## src/rtl/dual_timer_pkg.sv

```systemverilog
package dual_timer_pkg;

  typedef struct packed {
    logic       en;
    logic       rsv;
    logic [2:0] sel;
    logic [1:0] mode;
    logic       oe;
  } tmr_ctl_t;

  typedef enum logic [2:0] {
    MODE_DISC,
    MODE_CASC,
    MODE_CARRIER,
    MODE_PWM,
    MODE_BAD
  } tmr_mode_e;

  function automatic tmr_mode_e decode_mode(input logic [3:0] code);
    case (code)
      4'b0000: return MODE_DISC;
      4'b0101: return MODE_CASC;
      4'b0011: return MODE_CARRIER;
      4'b0010: return MODE_PWM;
      default: return MODE_BAD;
    endcase
  endfunction

endpackage

```

## src/rtl/dt_reg.sv

```systemverilog
module dt_reg #(
  parameter int          W     = 8,
  parameter logic [W-1:0] RST  = '0,
  parameter logic [W-1:0] ZMASK = '0   // bits always stored as 0
) (
  input  logic         clk_i,
  input  logic         rst_ni,
  input  logic         we_i,
  input  logic [W-1:0] d_i,
  output logic [W-1:0] q_o
);
  always_ff @(posedge clk_i or negedge rst_ni) begin
    if (!rst_ni)   q_o <= RST;
    else if (we_i) q_o <= d_i & ~ZMASK;
  end
endmodule

```

## src/rtl/dt_clk_src.sv

```systemverilog
module dt_clk_src #(
  parameter int SYS_DIV_W = 2,
  parameter int EXT_DIV_W = 3,
  localparam int NSRC     = 3 + EXT_DIV_W
) (
  input  logic            clk_i,
  input  logic            rst_ni,
  input  logic            ext_clk_i,
  output logic [NSRC-1:0] src_o
);
  logic [2:0]           sync_q;
  logic                 rise;
  logic [SYS_DIV_W-1:0] sdiv_q;
  logic [EXT_DIV_W-1:0] ediv_q;

  always_ff @(posedge clk_i or negedge rst_ni) begin
    if (!rst_ni) begin
      sync_q <= '0;
      sdiv_q <= '0;
      ediv_q <= '0;
    end else begin
      sync_q <= {sync_q[1:0], ext_clk_i};
      sdiv_q <= sdiv_q + 1'b1;
      if (rise) ediv_q <= ediv_q + 1'b1;
    end
  end

  assign rise     = sync_q[1] & ~sync_q[2];
  assign src_o[0] = 1'b1;
  assign src_o[1] = &sdiv_q;
  assign src_o[2] = rise;

  for (genvar k = 1; k <= EXT_DIV_W; k++) begin : g_ext_tap
    assign src_o[2+k] = rise & (&ediv_q[k-1:0]);
  end

  a_r5_rise_single: assert property (@(posedge clk_i) disable iff (!rst_ni)
    rise |=> !rise);
endmodule

```

## src/rtl/dt_count_core.sv

```systemverilog
module dt_count_core #(
  parameter int W = 8
) (
  input  logic         clk_i,
  input  logic         rst_ni,
  input  logic         disc_i,
  input  logic         casc_i,
  input  logic         en_lo_i,
  input  logic         en_hi_i,
  input  logic         tick_lo_i,
  input  logic         tick_hi_i,
  input  logic [W-1:0] cmp_lo_i,
  input  logic [W-1:0] cmp_hi_i,
  output logic [W-1:0] cnt_lo_o,
  output logic [W-1:0] cnt_hi_o,
  output logic         match_lo_o,
  output logic         match_hi_o
);
  localparam int W2 = 2 * W;

  logic [W-1:0]  lo_d, hi_d;
  logic          mlo_d, mhi_d;
  logic          lo_run, hi_run;
  logic [W2-1:0] cnt2, cmp2;

  assign lo_run = disc_i & en_lo_i;
  assign hi_run = (disc_i | casc_i) & en_hi_i;
  assign cnt2   = {cnt_hi_o, cnt_lo_o};
  assign cmp2   = {cmp_hi_i, cmp_lo_i};

  always_comb begin
    lo_d  = cnt_lo_o;
    hi_d  = cnt_hi_o;
    mlo_d = 1'b0;
    mhi_d = 1'b0;
    if (casc_i) begin
      if (!en_hi_i) begin
        lo_d = '0;
        hi_d = '0;
      end else if (tick_lo_i) begin
        if (cnt2 == cmp2) begin
          {hi_d, lo_d} = '0;
          mhi_d        = 1'b1;
        end else begin
          {hi_d, lo_d} = W2'(cnt2 + 1'b1);
        end
      end
    end else begin
      if (!lo_run) lo_d = '0;
      else if (tick_lo_i) begin
        if (cnt_lo_o == cmp_lo_i) begin
          lo_d  = '0;
          mlo_d = 1'b1;
        end else lo_d = W'(cnt_lo_o + 1'b1);
      end
      if (!hi_run) hi_d = '0;
      else if (tick_hi_i) begin
        if (cnt_hi_o == cmp_hi_i) begin
          hi_d  = '0;
          mhi_d = 1'b1;
        end else hi_d = W'(cnt_hi_o + 1'b1);
      end
    end
  end

  always_ff @(posedge clk_i or negedge rst_ni) begin
    if (!rst_ni) begin
      cnt_lo_o   <= '0;
      cnt_hi_o   <= '0;
      match_lo_o <= 1'b0;
      match_hi_o <= 1'b0;
    end else begin
      cnt_lo_o   <= lo_d;
      cnt_hi_o   <= hi_d;
      match_lo_o <= mlo_d;
      match_hi_o <= mhi_d;
    end
  end

  a_r2_hi_cleared: assert property (@(posedge clk_i) disable iff (!rst_ni)
    !hi_run |=> (cnt_hi_o == '0) && !match_hi_o);
  a_r2_lo_cleared: assert property (@(posedge clk_i) disable iff (!rst_ni)
    !(lo_run || (casc_i && en_hi_i)) |=> (cnt_lo_o == '0) && !match_lo_o);
  a_r3_match_lo_zero: assert property (@(posedge clk_i) disable iff (!rst_ni)
    match_lo_o |-> (cnt_lo_o == '0));
  a_r3_match_hi_zero: assert property (@(posedge clk_i) disable iff (!rst_ni)
    match_hi_o |-> (cnt_hi_o == '0) && (cnt_lo_o == '0 || !casc_i));
  a_r6_hold_without_tick: assert property (@(posedge clk_i) disable iff (!rst_ni)
    (disc_i && en_hi_i && !tick_hi_i) |=> $stable(cnt_hi_o));
  a_r8_carry: assert property (@(posedge clk_i) disable iff (!rst_ni)
    (casc_i && en_hi_i && tick_lo_i && cnt_lo_o == '1 && cnt2 != cmp2)
      |=> (cnt_lo_o == '0) && (cnt_hi_o == W'($past(cnt_hi_o) + 1'b1)));
  a_r9_casc_hi_gate: assert property (@(posedge clk_i) disable iff (!rst_ni)
    (casc_i && !en_hi_i) |=> (cnt_lo_o == '0) && (cnt_hi_o == '0));
endmodule

```

## src/rtl/dual_timer_top.sv

```systemverilog
module dual_timer_top
  import dual_timer_pkg::*;
#(
  parameter int W         = 8,
  parameter int SYS_DIV_W = 2,
  parameter int EXT_DIV_W = 3
) (
  input  logic         clk_i,
  input  logic         rst_ni,
  input  logic         ext_clk_i,
  input  logic         ctl_lo_we_i,
  input  logic         ctl_hi_we_i,
  input  logic         cmp_lo_we_i,
  input  logic         cmp_hi_we_i,
  input  logic [W-1:0] wdata_i,
  output logic [W-1:0] cnt_lo_o,
  output logic [W-1:0] cnt_hi_o,
  output logic         match_lo_o,
  output logic         match_hi_o,
  output logic         tout_o
);
  localparam int NSRC  = 3 + EXT_DIV_W;
  localparam int SEL_W = 3;
  localparam int NPAD  = 2 ** SEL_W;

  tmr_ctl_t        ctl_lo, ctl_hi;
  logic [W-1:0]    cmp_lo, cmp_hi;
  logic [NSRC-1:0] src;
  logic [NPAD-1:0] src_pad;
  tmr_mode_e       mode;
  logic            disc, casc;

  dt_reg #(.W(8), .RST(8'h00), .ZMASK(8'h40)) u_ctl_lo (
    .clk_i, .rst_ni, .we_i(ctl_lo_we_i), .d_i(wdata_i[7:0]), .q_o(ctl_lo));
  dt_reg #(.W(8), .RST(8'h00), .ZMASK(8'h40)) u_ctl_hi (
    .clk_i, .rst_ni, .we_i(ctl_hi_we_i), .d_i(wdata_i[7:0]), .q_o(ctl_hi));
  dt_reg #(.W(W), .RST('1), .ZMASK('0)) u_cmp_lo (
    .clk_i, .rst_ni, .we_i(cmp_lo_we_i), .d_i(wdata_i), .q_o(cmp_lo));
  dt_reg #(.W(W), .RST('1), .ZMASK('0)) u_cmp_hi (
    .clk_i, .rst_ni, .we_i(cmp_hi_we_i), .d_i(wdata_i), .q_o(cmp_hi));

  dt_clk_src #(.SYS_DIV_W(SYS_DIV_W), .EXT_DIV_W(EXT_DIV_W)) u_src (
    .clk_i, .rst_ni, .ext_clk_i, .src_o(src));

  assign src_pad = NPAD'(src);   // unused select codes read 0
  assign mode    = decode_mode({ctl_lo.mode, ctl_hi.mode});
  assign disc    = (mode == MODE_DISC);
  assign casc    = (mode == MODE_CASC);

  dt_count_core #(.W(W)) u_core (
    .clk_i, .rst_ni,
    .disc_i(disc), .casc_i(casc),
    .en_lo_i(ctl_lo.en), .en_hi_i(ctl_hi.en),
    .tick_lo_i(src_pad[ctl_lo.sel]), .tick_hi_i(src_pad[ctl_hi.sel]),
    .cmp_lo_i(cmp_lo), .cmp_hi_i(cmp_hi),
    .cnt_lo_o, .cnt_hi_o, .match_lo_o, .match_hi_o);

  always_ff @(posedge clk_i or negedge rst_ni) begin
    if (!rst_ni)                        tout_o <= 1'b0;
    else if (!ctl_hi.oe || !(disc || casc)) tout_o <= 1'b0;
    else if (match_hi_o)                tout_o <= ~tout_o;
  end

  a_r10_tout_off: assert property (@(posedge clk_i) disable iff (!rst_ni)
    !ctl_hi.oe |=> !tout_o);
  a_r7_idle_low: assert property (@(posedge clk_i) disable iff (!rst_ni)
    !(disc || casc) |=> !tout_o && cnt_lo_o == '0 && cnt_hi_o == '0);
endmodule

```

## config.mk

```make
export PLATFORM = sky130hd
export DESIGN_NAME = dual_timer_top
export DESIGN_NICKNAME = d
export VERILOG_FILES = /design/src/rtl/dual_timer_pkg.sv /design/src/rtl/dt_reg.sv /design/src/rtl/dt_clk_src.sv /design/src/rtl/dt_count_core.sv /design/src/rtl/dual_timer_top.sv
export SDC_FILE = /design/constraint.sdc
export NUM_CORES = 1
export LEC_CHECK = 0
export ABC_AREA = 1
export BUFFER_PORTS_ARGS = -buffer_cell sky130_fd_sc_hd__buf_2
export CAP_MARGIN = 15
export CORE_MARGIN = 2
export CORE_UTILIZATION = 63
export DETAILED_ROUTE_END_ITERATION = 10
export HOLD_SLACK_MARGIN = 0.05
export PLACE_DENSITY = 0.92
export SLEW_MARGIN = 20
export SYNTH_ARGS = -nofsm -noshare
export SYNTH_HDL_FRONTEND = slang
export SYNTH_SLANG_ARGS = --single-unit
```

## constraint.sdc

```tcl
create_clock -name clk_i -period 4.4 [get_ports clk_i]
set_input_delay 0 -clock clk_i [delete_from_list [all_inputs] [get_ports clk_i]]
set_output_delay 0 -clock clk_i [all_outputs]
set_load 0.02 [all_outputs]
```

; ---- Yosys cells after proc, flatten, opt, wreduce, memory -nomap -nowiden
; Cells that the tools add are included.
[word_totals]
register_bits = 57
in_bits = 15
out_inout_bits = 19
wordCells = 82
[op_classes]
n_addsub = 5
magnitude_cmp = 2
eq_ne = 10
mux = 32
n_bitwise = 9
reduce_logical = 12
[op_table]
columns = cell, count
row1 = $mux W8, 14
row2 = $add A16 B1 Y16 const B, 1
row3 = $add A8 B1 Y8 const B, 2
row4 = $eq A16 B16 Y1, 1
row5 = $eq A8 B8 Y1, 2
row6 = $mux W1, 15
row7 = $pmux W3 S4, 1
row8 = $ne A3 B2 Y1 const B, 3
row9 = $eq A4 B2 Y1 const B, 2
row10 = $lt A3 B4 Y1 const B, 2
row11 = $reduce_and A2 Y1, 4
row12 = $and A1 B1 Y1, 6
row13 = $bmux W1 S3, 2
row14 = $eq A4 B3 Y1 const B, 1
row15 = $logic_not A4 Y1, 1
row16 = $add A3 B1 Y3 const B, 1
row17 = $eq A3 B1 Y1 const B, 1
row18 = $logic_not A3 Y1, 1
row19 = $reduce_and A3 Y1, 1
row20 = $add A2 B1 Y2 const B, 1
row21 = $logic_not A1 Y1, 2
row22 = $logic_or A1 B1 Y1, 2
row23 = $not A1 Y1, 2
row24 = $reduce_bool A2 Y1, 1
row25 = $or A1 B1 Y1, 1

; ---- Depth between registers and ports, before layout
[depth]
word_depth = 8
mapped_depth = 13
depth_no_buf = 13

; ---- Modules after synthesis
; Synthesis repeated with hierarchy kept, for this count alone.
[unflattened]
hier_cells = 517
area_unflattened_um2 = 3485.8
[by_module_without_submodules]
columns = module, n_inst, cells_each, area_per_inst_um2, seq_area_each_um2
row1 = dt_count_core, 1, 303, 1732.9, 450.4
row2 = dt_reg (u_cmp_hi ...), 2, 34, 315.3, 210.2
row3 = dt_reg (u_ctl_hi ...), 2, 32, 280.3, 175.2
row4 = dt_clk_src, 1, 33, 334.1, 200.2
row5 = dual_timer_top, 1, 49, 227.7, 25.0

; ---- Least setup slack after synthesis
; OpenSTA, ideal clock, no wires.
[synth_path]
path_type = register -> register
startpoint = register u_src.ediv_q[0]
endpoint = register u_core.cnt_lo_o[5]
arrival_time_ns = 1.533
required_ns = 4.280
slack_ns = 2.747
path_stages_with_launch = 12
cell_sequence = dfrtp_1 ha_1 ha_1 nand3_1 nand2_1 nand3_1 nand2_1 nand2_2 nand2_2 buf_4 a21oi_1 nor2_1
[synth_between]
elab_chain_cells = 6
[synth_lines]
columns = element, line
row1 = start: declaration, dt_clk_src.sv:14  ; logic [EXT_DIV_W-1:0] ediv_q;
row2 = start signal: assignment, dt_clk_src.sv:24  ; if (rise) ediv_q <= ediv_q + 1'b1;
row3 = $reduce_and A3 Y1 / $reduce_and A2 Y1 (equally long branches), dt_clk_src.sv:34  ; assign src_o[2+k] = rise & (&ediv_q[k-1:0]);
row4 = $and A1 B1 Y1, dt_clk_src.sv:34
row5 = $bmux W1 S3 (*), dual_timer_top.sv:54  ; .tick_lo_i(src_pad[ctl_lo.sel]), .tick_hi_i(src_pad[ctl_hi.sel]),
row6 = $mux W1 (not written as such) (*), dual_timer_top.sv:54
row7 = $ne A3 B2 Y1 (no source line), -
row8 = $reduce_and A2 Y1 (no source line) (*), -
row9 = end signal: assignment, dt_count_core.sv:73  ; cnt_lo_o <= lo_d;
row10 = end: declaration, dt_count_core.sv:14  ; output logic [W-1:0] cnt_lo_o,
; Every way passes the cells marked *; elsewhere a longest branch is shown, timed or not. The select of a mux whose other input is x is not followed.
; A chain may end at the register's enable or synchronous reset.

; ---- Worst setup path after layout
[layout_path]
startpoint = register u_cmp_lo.q_o[3]
endpoint = register u_core.cnt_lo_o[4]
[layout_between]
elab_chain_cells = 5
[layout_lines]
columns = element, line
row1 = start: declaration, dt_reg.sv:10  ; output logic [W-1:0] q_o
row2 = start signal: assignment, dt_reg.sv:14  ; else if (we_i) q_o <= d_i & ~ZMASK;
row3 = $eq A16 B16 Y1 / $eq A8 B8 Y1 (equally long branches), "dt_count_core.sv:41, dt_count_core.sv:51"
row4 = $mux W8 (on tied branches), "dt_count_core.sv:41, dt_count_core.sv:51"
row5 = $mux W8 (on tied branches), "dt_count_core.sv:40, dt_count_core.sv:50"
row6 = $mux W8 (on tied branches), "dt_count_core.sv:37, dt_count_core.sv:49"
row7 = $mux W8 (*), dt_count_core.sv:36  ; if (casc_i) begin
; Marks and branches as above.

==> results_dict.tcl <==
set metrics [dict create \
    cts_buffer_depth 2 \
    postLayoutCoreUtil_pct 76.9 \
    grt_max_degree 57 \
    layout_common_cells "nand2_1, inv_1, dfrtp_1" \
    syn-num-nets 449 \
    crit_top_cell "nand2_1" \
    crit_path_start_kind "register" \
    grt_pass1_wl_mm 13.1 \
    worstPathMaxFanout 12 \
    fp.dieW_um 75.0 \
    r2r_start "u_cmp_lo.q_o[3]$_DFFE_PN1P_" \
    clkSlewWorstSetupHoldPaths_ps 110 \
    relSlewSlack_pct 54.6 \
    fin_nets 501 \
    post_cts_buffers 0 \
    synth-seq-cells 56 \
    grt_antenna_before_repair 0 \
    synth_top_family_by_area "simple AND/OR/NAND/NOR gates" \
    r2r_slack_ps 2420 \
    area_growth_syn_to_layout_pct 16.0 \
    layout-drive-gt1-share_pct 22.4 \
    crit_required_ps 4620 \
    portBuffers 33 \
    fin_ws_ps 2420 \
    netlist_area_mm2 0.00317 \
    die_area_mm2 0.00562 \
    die_h_um 75.0 \
    finalHoldViolations 0 \
    maxCapViolCount 0 \
    route.detailed.drc 0 \
    crit_end "u_core.cnt_lo_o[4]$_DFFE_PN0P_" \
    cts_resized 0 \
    synthSimpleGateAreaFrac_pct 35.2 \
    synth_edf_count 0 \
    rsz0062_at_grt "no" \
    grt_pass1_vias 2931 \
    setup_viol 0 \
    clock_sink_count 56 \
    vias 3028 \
    core_area_mm2 0.00479 \
    dp_hpwl_mm 5.09 \
    period_minus_slack_ps 1980 \
    fin_tns_setup_ps 0 \
    ant_nets 0 \
    slowest_stage "dfstp_2" \
    endpoint_kind "register" \
    syn_inst 429 \
    synthAdderAreaFrac_pct 1.97 \
    synth_top_area_share_pct 31.5 \
    placed_area_mm2 0.00339 \
    num_antenna_cells 0 \
    peakVddDrop_uv 226 \
    leakagePower_nw 1.90 \
    post-route-period-util_pct 45.1 \
    clock_skew_ps 5.92 \
    totalWireLength_mm 7.74 \
    synth_mux_area_share_pct 1.42 \
    synth_xor_area_share_pct 1.10 \
    drtIter0Drc 281 \
    numCtsBuffers 5 \
    final_cell_area_mm2 0.00368 \
    p_per_area_mw_per_mm2 307 \
    cp.arrival_ps 2200 \
    synth_area_leader_cell "dfrtp_1" \
    wl_per_cell_um 14.1 \
    cts-root-buf "clkbuf_8" \
    status "finished clean" \
    synth_compound_area_share_pct 6.90 \
    gp_congestion 0.887 \
    synthArstFlopShare_pct 100 \
    ys_seq_area_share_pct 44.8 \
    critical_path.startpoint "u_cmp_lo.q_o[3]$_DFFE_PN1P_" \
    ys_top_cells_by_area "dfrtp_1, nand2_1, dfstp_2" \
    rows 25 \
    gr-total-overflow 0 \
    yosysWarnings 0 \
    io_pins 34 \
    worstSetupPathType "reg2reg" \
    cts_tree "built" \
    crit_path_cell_trace "inv_1 > nand2_1 > nand2_1 > nor2_1 > nand2_1 > nor2_2 > nand2_2 > nand2_1 > nand3_2 > inv_1 > nor2_1" \
    htree_levels 2 \
    timing.rr.end "u_core.cnt_lo_o[4]$_DFFE_PN0P_" \
    synthDistinctLibCells 28 \
    max_freq_ghz 0.504 \
    pre_cts_slack_ps 2520 \
    worst_path_largest_cell_delay_ps 550 \
    synth.avg_cell_area_um2 7.40 \
    insertion_delay_ps 320 \
    grt_usage_pct 30.7 \
    viasPerCell 5.52 \
    holdBufCountCts 18 \
    synth_ff_type "dfrtp_1" \
    reg2reg_depth 11 \
    firstDrtPassIters 5 \
    hp-class "in2reg" \
    finalPower_mw 1.13 \
    finalMaxSlewViolations 0 \
    final_common_cell "nand2_1" \
    tightest_slew_ps 682 \
    start_util_pct 66.3 \
]
==> state kept, by name, summed over array words and instances, names as in the netlist <==
| signal | flops |
|---|---|
| u_cmp_hi.q_o | 8 |
| u_core.cnt_lo_o | 8 |
| u_ctl_lo.q_o | 6 |
| u_src.sync_q | 3 |
| u_src.sdiv_q | 2 |
| u_ctl_hi.q_o | 7 |
| u_cmp_lo.q_o | 8 |
| u_src.ediv_q | 3 |
| u_core.match_lo_o | 1 |
| u_core.match_hi_o | 1 |
| tout_o | 1 |
| u_core.cnt_hi_o | 8 |
==> per-stage QoR <==
step	hold WS, ps	cells
finish	333	549
global route	328	549
CTS	322	549
detailed placement	111	523
global placement	109	523
floorplan	-296	429
==> cells by family (layout without fill, tap and decap cells) <==
| kind of cell | Yosys count | after routing |
|---|---|---|
| XOR/XNOR | 4 | 4 |
| adder cells (fa/ha/maj) | 5 | 5 |
| AND/OR/NAND/NOR | 252 | 252 |
| multiplexers | 4 | 4 |
| flip-flops | 56 | 56 |
| AO/OA/AOI/OAI | 41 | 41 |
| buffers and inverters | 67 | 120 |
==> cells in the mapped netlist, drive strengths merged (5+ instances only) <==
master,instances
nor2,41
dfstp,16
nand4,8
nand2,162
o21ai,33
ha,5
inv,60
nand3,37
dfrtp,40
a21oi,5
==> critical path, delay by kind of cell (launching register included) <==
family,cells,cell delay (ps)
AND/OR/NAND/NOR,9,1160
buffers and inverters,2,170
flip-flops,1,550
==> power by group <==
| part | total (mW) | switching (mW) | leakage [nW] | internal [mW] |
|---|---|---|---|---|
| Clock | 0.355 | 0.182 | 0.0600 | 0.173 |
| Combinational | 0.177 | 0.110 | 1.16 | 0.0674 |
| Sequential | 0.597 | 0.0311 | 0.684 | 0.566 |
| Total | 1.13 | 0.323 | 1.90 | 0.806 |
==> layout make-up <==
| class | instances | area [um2] |
|---|---|---|
| multi-input cells | 306 | 1480 |
| flip-flops and latches | 56 | 1420 |
| fillers | 320 | 1100 |
| repair buffers | 52 | 353 |
| inverters | 60 | 228 |
| well taps | 67 | 83.8 |
| clock buffers | 5 | 68.8 |
| clock inverters | 3 | 46.3 |
==> metal layers <==
metal	global-route usage [%]	wire (um)	up-vias
li1	-	-	1444
met1	39.3	3280	1407
met2	48.9	3560	136
met3	5.62	478	41
met4	17.5	424	0
met5	0	0	-
==> worst min path at each step <==
stage	depth (start not counted)	startpoint	slack, ps	to
2_1_floorplan	0	rst_ni	-300	tout_o$_DFFE_PN0P_
3_3_place_gp	1	ext_clk_i	110	u_src.sync_q[0]$_DFF_PN0_
3_5_place_dp	1	ext_clk_i	110	u_src.sync_q[0]$_DFF_PN0_
4_1_cts	2	ext_clk_i	320	u_src.sync_q[0]$_DFF_PN0_
5_1_grt	2	ext_clk_i	330	u_src.sync_q[0]$_DFF_PN0_
6_report	2	ext_clk_i	330	u_src.sync_q[0]$_DFF_PN0_
Note: power is estimated with default switching activity, not from simulation.
